<file path="src/rtl/mp_pkg.sv">
package mp_pkg;

  typedef enum logic [2:0] {
    ST_IDLE,
    ST_HDR,
    ST_BANKWR,
    ST_DREAD,
    ST_DSEND
  } mp_state_t;

  typedef enum logic [1:0] {
    PH_LOW,
    PH_HIGH,
    PH_RESTORE
  } mp_phase_t;

  // Fixed header offsets, in read order, and the bank register.
  localparam logic [15:0] HDR_A0   = 16'h3FFC;
  localparam logic [15:0] HDR_A1   = 16'h3FFD;
  localparam logic [15:0] HDR_A2   = 16'h3FFB;
  localparam logic [15:0] HDR_A3   = 16'h3FFF;
  localparam logic [15:0] BANK_REG = 16'hFFFF;

  // Known select pairs.
  localparam logic [7:0] PAIR2_LO = 8'h28;
  localparam logic [7:0] PAIR2_HI = 8'h2E;
  localparam logic [7:0] PAIR4_LO = 8'h20;
  localparam logic [7:0] PAIR4_HI = 8'h31;

endpackage

</file>
<file path="src/rtl/mp_hdr_check.sv">
module mp_hdr_check
  import mp_pkg::*;
(
  input  logic [1:0]  idx,
  input  logic [7:0]  hbyte,
  output logic [15:0] haddr,
  output logic        reject
);
  always_comb begin
    unique case (idx)
      2'd0: begin haddr = HDR_A0; reject = (hbyte == 8'h00); end
      2'd1: begin haddr = HDR_A1; reject = (hbyte == 8'h00); end
      2'd2: begin haddr = HDR_A2; reject = (hbyte != 8'h00); end
      default: begin haddr = HDR_A3; reject = (hbyte != 8'h00); end
    endcase
  end
endmodule

</file>
<file path="src/rtl/mp_pair_decode.sv">
module mp_pair_decode
  import mp_pkg::*;
#(
  parameter int ADDR_W   = 22,
  parameter int MIB_LOG2 = 20
) (
  input  logic [7:0]      sel0,
  input  logic [7:0]      sel1,
  output logic [ADDR_W:0] size_bytes,
  output logic            warn
);
  localparam logic [ADDR_W:0] SZ_TWO  = (ADDR_W+1)'(1) << (MIB_LOG2 + 1);
  localparam logic [ADDR_W:0] SZ_FOUR = (ADDR_W+1)'(1) << (MIB_LOG2 + 2);

  logic is_two, is_four;

  always_comb begin
    is_two     = (sel0 == PAIR2_LO) && (sel1 == PAIR2_HI);
    is_four    = (sel0 == PAIR4_LO) && (sel1 == PAIR4_HI);
    warn       = !(is_two || is_four);
    size_bytes = is_two ? SZ_TWO : SZ_FOUR;
  end
endmodule

</file>
<file path="src/rtl/mp_strobe_timer.sv">
module mp_strobe_timer #(
  parameter int STROBE_CYC = 92
) (
  input  logic clk,
  input  logic rst_n,
  input  logic fire,
  output logic active,
  output logic ending
);
  localparam int CW = $clog2(STROBE_CYC + 1);

  logic [CW-1:0] cnt_q;

  always_ff @(posedge clk) begin
    if (!rst_n)               cnt_q <= '0;
    else if (fire)            cnt_q <= CW'(STROBE_CYC);
    else if (cnt_q != '0)     cnt_q <= cnt_q - CW'(1);
  end

  assign active = (cnt_q != '0);
  assign ending = (cnt_q == CW'(1));
endmodule

</file>
<file path="src/rtl/mp_dump_ctr.sv">
module mp_dump_ctr #(
  parameter int ADDR_W = 22
) (
  input  logic              clk,
  input  logic              rst_n,
  input  logic              load,
  input  logic [ADDR_W-1:0] base,
  input  logic [ADDR_W:0]   count,
  input  logic              step,
  output logic [ADDR_W-1:0] cur,
  output logic              final_one
);
  logic [ADDR_W:0] left_q;

  always_ff @(posedge clk) begin
    if (!rst_n) begin
      cur    <= '0;
      left_q <= '0;
    end else if (load) begin
      cur    <= base;
      left_q <= count;
    end else if (step) begin
      cur    <= cur + ADDR_W'(1);
      left_q <= left_q - (ADDR_W+1)'(1);
    end
  end

  assign final_one = (left_q == (ADDR_W+1)'(1));
endmodule

</file>
<file path="src/rtl/mp_bank_dumper.sv">
module mp_bank_dumper
  import mp_pkg::*;
#(
  parameter int ADDR_W     = 22,
  parameter int MIB_LOG2   = 20,
  parameter int STROBE_CYC = 92
) (
  input  logic              clk,
  input  logic              rst_n,
  input  logic              start,
  output logic              busy,
  output logic              done,
  output logic              single_pack,
  output logic              multi_pack,
  output logic              size_warn,
  output logic [ADDR_W:0]   size_bytes,
  output logic [7:0]        bank0_sel,
  output logic [7:0]        bank1_sel,
  output logic              rd_req,
  output logic [ADDR_W-1:0] rd_addr,
  input  logic              rd_ack,
  input  logic [7:0]        rd_data,
  output logic              wr_stb,
  output logic [ADDR_W-1:0] wr_addr,
  output logic [7:0]        wr_data,
  output logic              out_valid,
  input  logic              out_ready,
  output logic [ADDR_W-1:0] out_addr,
  output logic [7:0]        out_data,
  output logic              out_last
);
  localparam logic [ADDR_W-1:0] UPPER_BASE = ADDR_W'(1) << (MIB_LOG2 + 1);
  localparam logic [ADDR_W-1:0] BANK_ADDR  = {{(ADDR_W-16){1'b0}}, BANK_REG};

  mp_state_t state_q;
  mp_phase_t phase_q;
  logic [1:0] hidx_q;

  logic [15:0]       haddr;
  logic              hreject;
  logic [ADDR_W:0]   dec_size;
  logic              dec_warn;
  logic              tmr_fire, tmr_end;
  logic              ctr_load, ctr_step, ctr_final;
  logic [ADDR_W-1:0] ctr_cur;
  logic [ADDR_W-1:0] ctr_base;
  logic              accept;

  mp_hdr_check u_hdr (
    .idx(hidx_q), .hbyte(rd_data), .haddr(haddr), .reject(hreject)
  );

  mp_pair_decode #(.ADDR_W(ADDR_W), .MIB_LOG2(MIB_LOG2)) u_dec (
    .sel0(bank0_sel), .sel1(bank1_sel), .size_bytes(dec_size), .warn(dec_warn)
  );

  mp_strobe_timer #(.STROBE_CYC(STROBE_CYC)) u_tmr (
    .clk(clk), .rst_n(rst_n), .fire(tmr_fire), .active(wr_stb), .ending(tmr_end)
  );

  mp_dump_ctr #(.ADDR_W(ADDR_W)) u_ctr (
    .clk(clk), .rst_n(rst_n), .load(ctr_load), .base(ctr_base),
    .count(size_bytes >> 1), .step(ctr_step), .cur(ctr_cur), .final_one(ctr_final)
  );

  assign accept   = (state_q == ST_DSEND) && out_ready;
  assign ctr_base = (phase_q == PH_HIGH) ? UPPER_BASE : '0;
  assign ctr_load = (state_q == ST_BANKWR) && tmr_end && (phase_q != PH_RESTORE);
  assign ctr_step = accept && !ctr_final;

  always_comb begin
    tmr_fire = 1'b0;
    if (state_q == ST_HDR && rd_ack && !hreject && hidx_q == 2'd3) tmr_fire = 1'b1;
    if (accept && ctr_final) tmr_fire = 1'b1;
  end

  assign busy      = (state_q != ST_IDLE);
  assign rd_req    = (state_q == ST_HDR) || (state_q == ST_DREAD);
  assign rd_addr   = (state_q == ST_HDR) ? {{(ADDR_W-16){1'b0}}, haddr} : ctr_cur;
  assign wr_addr   = BANK_ADDR;
  assign wr_data   = (phase_q == PH_HIGH) ? bank1_sel : bank0_sel;
  assign out_valid = (state_q == ST_DSEND);

  always_ff @(posedge clk) begin
    if (!rst_n) begin
      state_q     <= ST_IDLE;
      phase_q     <= PH_LOW;
      hidx_q      <= 2'd0;
      done        <= 1'b0;
      single_pack <= 1'b0;
      multi_pack  <= 1'b0;
      size_warn   <= 1'b0;
      size_bytes  <= '0;
      bank0_sel   <= 8'h00;
      bank1_sel   <= 8'h00;
      out_addr    <= '0;
      out_data    <= 8'h00;
      out_last    <= 1'b0;
    end else begin
      unique case (state_q)
        ST_IDLE: begin
          if (start) begin
            done        <= 1'b0;
            single_pack <= 1'b0;
            multi_pack  <= 1'b0;
            size_warn   <= 1'b0;
            size_bytes  <= '0;
            hidx_q      <= 2'd0;
            state_q     <= ST_HDR;
          end
        end
        ST_HDR: begin
          if (rd_ack) begin
            if (hidx_q == 2'd0) bank0_sel <= rd_data;
            if (hidx_q == 2'd1) bank1_sel <= rd_data;
            if (hreject) begin
              single_pack <= 1'b1;
              done        <= 1'b1;
              state_q     <= ST_IDLE;
            end else if (hidx_q == 2'd3) begin
              multi_pack <= 1'b1;
              size_bytes <= dec_size;
              size_warn  <= dec_warn;
              phase_q    <= PH_LOW;
              state_q    <= ST_BANKWR;
            end else begin
              hidx_q <= hidx_q + 2'd1;
            end
          end
        end
        ST_BANKWR: begin
          if (tmr_end) begin
            if (phase_q == PH_RESTORE) begin
              done    <= 1'b1;
              state_q <= ST_IDLE;
            end else begin
              state_q <= ST_DREAD;
            end
          end
        end
        ST_DREAD: begin
          if (rd_ack) begin
            out_addr <= ctr_cur;
            out_data <= rd_data;
            out_last <= (phase_q == PH_HIGH) && ctr_final;
            state_q  <= ST_DSEND;
          end
        end
        ST_DSEND: begin
          if (out_ready) begin
            out_last <= 1'b0;
            if (ctr_final) begin
              phase_q <= (phase_q == PH_LOW) ? PH_HIGH : PH_RESTORE;
              state_q <= ST_BANKWR;
            end else begin
              state_q <= ST_DREAD;
            end
          end
        end
        default: state_q <= ST_IDLE;
      endcase
    end
  end
endmodule

</file>
<file path="config.mk">
export PLATFORM = sky130hd
export DESIGN_NAME = mp_bank_dumper
export DESIGN_NICKNAME = d
export VERILOG_FILES = /design/src/rtl/mp_pkg.sv /design/src/rtl/mp_hdr_check.sv /design/src/rtl/mp_pair_decode.sv /design/src/rtl/mp_strobe_timer.sv /design/src/rtl/mp_dump_ctr.sv /design/src/rtl/mp_bank_dumper.sv
export SDC_FILE = /design/constraint.sdc
export NUM_CORES = 1
export LEC_CHECK = 0
export BUFFER_PORTS_ARGS = -buffer_cell sky130_fd_sc_hd__buf_2
export CAP_MARGIN = 20
export CELL_PAD_IN_SITES_DETAIL_PLACEMENT = 0
export CELL_PAD_IN_SITES_GLOBAL_PLACEMENT = 2
export CORE_MARGIN = 2
export CORE_UTILIZATION = 37
export CTS_BUF_LIST = sky130_fd_sc_hd__clkbuf_8
export DETAILED_ROUTE_END_ITERATION = 7
export HOLD_SLACK_MARGIN = 0.15
export PLACE_DENSITY_LB_ADDON = 0.1
export SLEW_MARGIN = 25
export SYNTH_ARGS = -nofsm -noshare
export SYNTH_HDL_FRONTEND = slang
export SYNTH_HIERARCHICAL = 1
export SYNTH_SLANG_ARGS = --single-unit
</file>
<file path="constraint.sdc">
create_clock -name clk -period 3.88 [get_ports clk]
set_input_delay 0.194 -clock clk [delete_from_list [all_inputs] [get_ports clk]]
set_output_delay 0.194 -clock clk [all_outputs]
set_load 0.02 [all_outputs]
</file>
Word level (Yosys, flattened, before mapping):

Cells that the tools add are included.

* equal/unequal tests: 28
* bitwise gates (word level): 1
* reductions and logical operators: 42
* add/subtract/negate cells: 4
* multiplexer cells: 59

Operators by type and width (number)
* $mux W22: 6
* $mux W23: 5
* $pmux W23 S2: 1
* $eq A8 B6 Y1 const B: 4
* $eq A23 B1 Y1 const B: 1
* $sub A23 B1 Y23 const B: 1
* $add A22 B1 Y22 const B: 1
* $mux W2: 11
* $mux W3: 7
* $reduce_and A6 Y1: 3
* $mux W1: 17
* $ne A2 B2 Y1 const B: 8
* $pmux W3 S5: 1
* $mux W7: 2
* $logic_and A1 B1 Y1: 11
* $reduce_and A5 Y1: 2
* $reduce_bool A2 Y1: 5
* $pmux W3 S3: 1
* $reduce_and A3 Y1: 3
* $logic_not A8 Y1: 1
* $mux W8: 1
* $ne A2 B1 Y1 const B: 4
* $pmux W1 S2: 4
* $pmux W2 S2: 2
* 21 further kinds: 32

* output and inout bits: 130
* register bits: 133

Longest topological paths before layout:

* depth in word-level cells: 9
* mapped depth: 11
* mapped depth without buffers: 9

Hierarchy:

The synthesis kept the hierarchy.

By module, submodules not included
* mp_bank_dumper: area each 3828.7 um^2, cells an instance 434, times used 1
* mp_dump_ctr: area each 2570.0 um^2, cells an instance 319, times used 1
* mp_strobe_timer: area each 412.9 um^2, cells an instance 42, times used 1
* mp_pair_decode: area each 266.5 um^2, cells an instance 34, times used 1
* mp_hdr_check: area each 146.4 um^2, cells an instance 22, times used 1

Least setup slack after synthesis:

Ideal clock, no wire load.

* path kind: register -> register
* start point: register u_ctr.left_q[8]
* end point: register u_ctr.cur[19]
* period minus slack after synthesis: 2581 ps
* slack: 1299 ps
* data arrival time: 2502 ps
* setup time: 79 ps
* stages on the path, launching flop included: 11
* path through: dfxtp_1 > nor4_4 > nand4_2 > buf_6 > nor4_1 > nor2_1 > clkbuf_1 > or3b_2 > a21oi_1 > a31oi_1 > o211ai_1

* longest elaborated chain between the ends: 4

Ends and longest elaborated chain
* start: declaration: line mp_dump_ctr.sv:13 `logic [ADDR_W:0] left_q;`
* start signal: assignment: line mp_dump_ctr.sv:21 `left_q <= count;`
* start signal: assignment: line mp_dump_ctr.sv:24 `left_q <= left_q - (ADDR_W+1)'(1);`
* $eq A23 B1 Y1: line mp_dump_ctr.sv:28 `assign final_one = (left_q == (ADDR_W+1)'(1));`
* via ctr_final: line mp_bank_dumper.sv:44 `logic ctr_load, ctr_step, ctr_final;`
* $logic_not A1 Y1: line mp_bank_dumper.sv:69 `assign ctr_step = accept && !ctr_final;`
* $logic_and A1 B1 Y1: line mp_bank_dumper.sv:69
* via ctr_step: line mp_bank_dumper.sv:44
* $reduce_bool A2 Y1 (no line)
* end signal: assignment: line mp_dump_ctr.sv:20 `cur <= base;`
* end signal: assignment: line mp_dump_ctr.sv:23 `cur <= cur + ADDR_W'(1);`
* end: declaration: line mp_dump_ctr.sv:10 `output logic [ADDR_W-1:0] cur,`

The timed path passes the listed nets, and every way through them passes these cells.
A chain may end at the register's enable or synchronous reset.

Final worst setup path:

* start point: register u_tmr.cnt_q[3]
* end point: register u_ctr.left_q[18]

* longest elaborated chain between the ends: 4

Ends and longest elaborated chain
* start: declaration: line mp_strobe_timer.sv:12 `logic [CW-1:0] cnt_q;`
* start signal: assignment: line mp_strobe_timer.sv:16 `else if (fire) cnt_q <= CW'(STROBE_CYC);`
* start signal: assignment: line mp_strobe_timer.sv:17 `else if (cnt_q != '0) cnt_q <= cnt_q - CW'(1);`
* $eq A7 B1 Y1 (*): line mp_strobe_timer.sv:21 `assign ending = (cnt_q == CW'(1));`
* via tmr_end: line mp_bank_dumper.sv:43 `logic tmr_fire, tmr_end;`
* $logic_and A1 B1 Y1 (*) (2 in a row): line mp_bank_dumper.sv:68 `assign ctr_load = (state_q == ST_BANKWR) && tmr_end && (phase_q != PH_RESTORE);`
* via ctr_load: line mp_bank_dumper.sv:44
* $mux W22 / $reduce_bool A2 Y1 (equally long branches)

Mark *: on every way through the listed nets, which the timed path passes. The rest lies on a longest branch.

==> metrics.log <==
[metrics] total core area: 19300 sq um
[metrics] largest family of logic cells by synthesized area: simple AND/OR/NAND/NOR gates
[metrics] Worst Path Class, Setup: register to register
[metrics] Area Overhead vs Synth: 15.5%
[metrics] cell area after synthesis: 7220 sq um
[metrics] most frequently used flop master after synthesis: dfxtp_1
[metrics] number of enable-type register cells in the synthesized netlist: 0
[metrics] final-layout fill cell count: 1981
[metrics] GRT Util Overall: 18.3%
[metrics] die extent in y: approximately 140 microns
[metrics] crit path DAT: 3600 ps
[metrics] share of the synthesized area in the top cell type: 36.9%
[metrics] non-filler instance count after layout: approximately 1300
[metrics] Placement Cell Area: 7830 sq um
[metrics] GP Congestion: 0.761
[metrics] clock sinks: 133
[metrics] worst setup path startpoint: u_tmr/cnt_q[3]$_SDFFE_PN0P_
[metrics] most frequent cells in the layout: dfxtp_1, buf_2, nand2_1
[metrics] net count of the finished layout: 993
[metrics] post-detailed-route via-to-cell ratio: 4.93
[metrics] clk_lat worst skew: 440 ps
[metrics] highest clock rate: 303 MHz
[metrics] number of detailed-route iterations in the first pass: 7
[metrics] CP bufs+invs: 2
[metrics] setup repair after global routing missed its margin: no
[metrics] detail-routed net length per standard cell: 14.8 microns
[metrics] DRC Markers: 0
[metrics] Die X: 144 microns
[metrics] area of the die: around 21000 sq um
[metrics] I/O pin total: 143
[metrics] most common library cell in the layout ignoring fill and taps: dfxtp_1
[metrics] synthesized-area fraction occupied by adder cells: under 10%
[metrics] data required time of the critical path: 4180 ps
[metrics] launching point of the worst reg2reg path: u_tmr/cnt_q[3]$_SDFFE_PN0P_
[metrics] Iteration-0 DRC Markers: 407
[metrics] Worst Skew: 15.1 ps
[metrics] element type at the critical path start: register
[metrics] share of cell area taken by muxes after synthesis: under 10%
[metrics] Clock Root Buffer: clkbuf_8
[metrics] Initial Utilization: 37.4%
[metrics] Worst-Margin Slew: 934 ps
[metrics] ys async rst share: 0%
[metrics] number of buffers inserted during clock tree synthesis: 17
[metrics] setup violation total in the final timing report: 0
[metrics] Antenna diodes: 0
[metrics] Post-CTS Setup Repair Bufs: 0
[metrics] Synth Area in Compound Gates: roughly a fifth
[metrics] number of antenna violations at the first check in global routing: 0
[metrics] fin crit share: 85.0%
[metrics] distinct cell type count after synthesis: 77
[metrics] delay of the slowest cell on the worst path: 600 ps
[metrics] final core utilization: 43.2%
[metrics] family with the most delay on the worst path: simple AND/OR/NAND/NOR gates
[metrics] count of input and output buffers: 120
[metrics] result of the run: finished, final reports clean
[metrics] Max Root-Sink Buffers: 2
[metrics] worst-case hold slack: 191 ps
[metrics] worst voltage drop across the vdd grid: about 0.21 mV
[metrics] Max Fanout on Critical Path: 70
[metrics] number of storage elements in the synthesis netlist: ~130
[metrics] clock tree from TritonCTS: built
[metrics] min cycle time layout: 3300 ps
[metrics] number of rows in the core area: 51
[metrics] Power Dens Cells: ~440 nW/um^2
[metrics] source of the worst hold timing path: rd_ack
[metrics] number of global-route vias before repair: 5751
[metrics] cell with the largest stage delay on the worst path: or4_4
[metrics] ANT nets after route: 0
[metrics] leftover overflow at the end of global routing: 0
[metrics] class of the worst hold path: primary input to register
[metrics] Via Count: 6167
[metrics] dpl cells: approximately 1200
[metrics] fraction of synthesized cell area in xor and xnor cells: approximately 2.7%
[metrics] post-synthesis cell count: 851
[metrics] simple-gate area share of the yosys netlist: 24.7%
[metrics] total wire length: 18500 microns
[metrics] number of pins with negative max-slew slack in the final report: 0
[metrics] Leak Pwr: 3.35 nW
[metrics] final HPWL from detailed placement: 13000 microns
[metrics] clock-pin slew reported for the worst setup and hold paths after clock tree synthesis: about 80 ps
[metrics] number of max-capacitance violations reported: 0
[metrics] CTS H-tree depth: 4
[metrics] final hold violations: 0
[metrics] wire length of the first global-routing pass: 29900 microns
[metrics] sequential cell area fraction in the yosys report: approximately 37%
[metrics] setup TNS: 0 ps
[metrics] post-synthesis area per instance: 8.49 sq um
[metrics] pin count of the biggest net entering global routing: 71
[metrics] max_slew headroom: 37.6%
[metrics] layout cell share with drive strength beyond 1: between 20% and 30%
[metrics] final standard cell area without fillers: 8350 sq um
[metrics] Yosys warning count: 6
[metrics] CP endpoint kind: register
[metrics] critical path, cell by cell: or4_4, nor3b_1, nand3b_1, nor2_2, clkinv_1, buf_4, nand3_1, mux2_2, o211ai_1
[metrics] main area contributors after synthesis: dfxtp_1, buf_4, nand2_1
[metrics] most area-hungry cell type in the Yosys netlist: dfxtp_1
-- repair_timing --
action / in CTS / in global routing
gates resized for setup: 0 / 0
hold endpoints to repair: 26 / 0
hold buffers: 10 / 0
-- routing by layer --
layer	wire (microns)	up-vias	track usage (%)
met3	709	10	3.33
li1	-	3135	-
met2	8550	130	29.0
met5	0	-	0
met4	143	0	5.01
met1	9150	2892	25.5
-- logic make-up (layout without fill, tap and decap cells) --
kind of cell	Yosys count	after routing
mux	31	31
xor+xnor	22	22
buf+inv	129	190
fa+ha+maj	8	8
simple gates	318	318
compound gates	205	205
flops	133	133
other cells	5	78
-- power breakdown --
part | switching (mW) | internal [mW] | total [mW]
Clock | 0.581 | 0.611 | 1.19
Combinational | 0.539 | 0.371 | 0.909
Sequential | 0.120 | 1.44 | 1.56
-- sequential cells by signal, summed over array words and instances (netlist names) --
register,count
u_ctr/left_q,23
single_pack,1
size_bytes,23
size_warn,1
hidx_q,2
bank1_sel,8
out_addr,22
done,1
u_tmr/cnt_q,7
u_ctr/cur,22
state_q,3
multi_pack,1
phase_q,2
bank0_sel,8
out_data,8
out_last,1
-- layout make-up --
cell class	instances	area (sq um)	share of cell area, %
clock inverter	13	148	1.77
sequential	133	2660	31.9
clock buffer	19	262	3.13
tap	265	332	3.97
inverter	17	63.8	0.765
timing repair buffer	141	783	9.39
multi-input combinational	662	4100	49.1
-- worst min-delay path: cells and delay by family --
family	cells	cell delay (ps)
AOI/OAI and AO/OA	1	70
and+or+nand+nor	2	160
buffers and inverters	1	150
-- metrics by stage --
step / power (mW) / worst slack [ps]
global placement: 2.47 / 675
detailed placement: 2.49 / 579
global route: 3.87 / 230
floorplan: 2.32 / 1300
CTS: 3.71 / 566
finish: 3.66 / 584
-- Yosys cell counts, types with 3 or more instances --
cell / count
dfxtp_1: 133
nand2_1: 111
buf_4: 62
o21ai_0: 46
a21boi_0: 45
clkbuf_1: 36
nor2b_1: 36
nand3_1: 34
a21oi_1: 31
mux2_2: 26
a22oi_1: 24
nor2_1: 24
a31oi_1: 16
inv_1: 16
nand4_1: 16
xor2_1: 14
nor3b_1: 11
nor4_1: 10
o31ai_1: 10
or4_1: 10
buf_2: 9
ha_1: 8
xnor2_1: 8
or3_1: 7
and3_1: 6
nand2b_1: 6
o211ai_1: 6
a211oi_1: 5
a21boi_1: 5
conb_1: 5
mux2i_1: 5
nor3_1: 5
and2_1: 4
buf_6: 4
nand3b_1: 4
nand4b_1: 3
nor4b_1: 3
-- final timing paths --
path                                                 endpoint  cells after the start  slack, ps
worst min register to register      out_addr[17]$_SDFFE_PN0P_                      2        460
worst max register to register  u_ctr/left_q[18]$_SDFFE_PN0P_                      9        580
worst max-delay path            u_ctr/left_q[18]$_SDFFE_PN0P_                      9        580
worst min-delay path                  state_q[1]$_SDFFE_PN0P_                      4        190
Power figures use the tool's default switching activity.
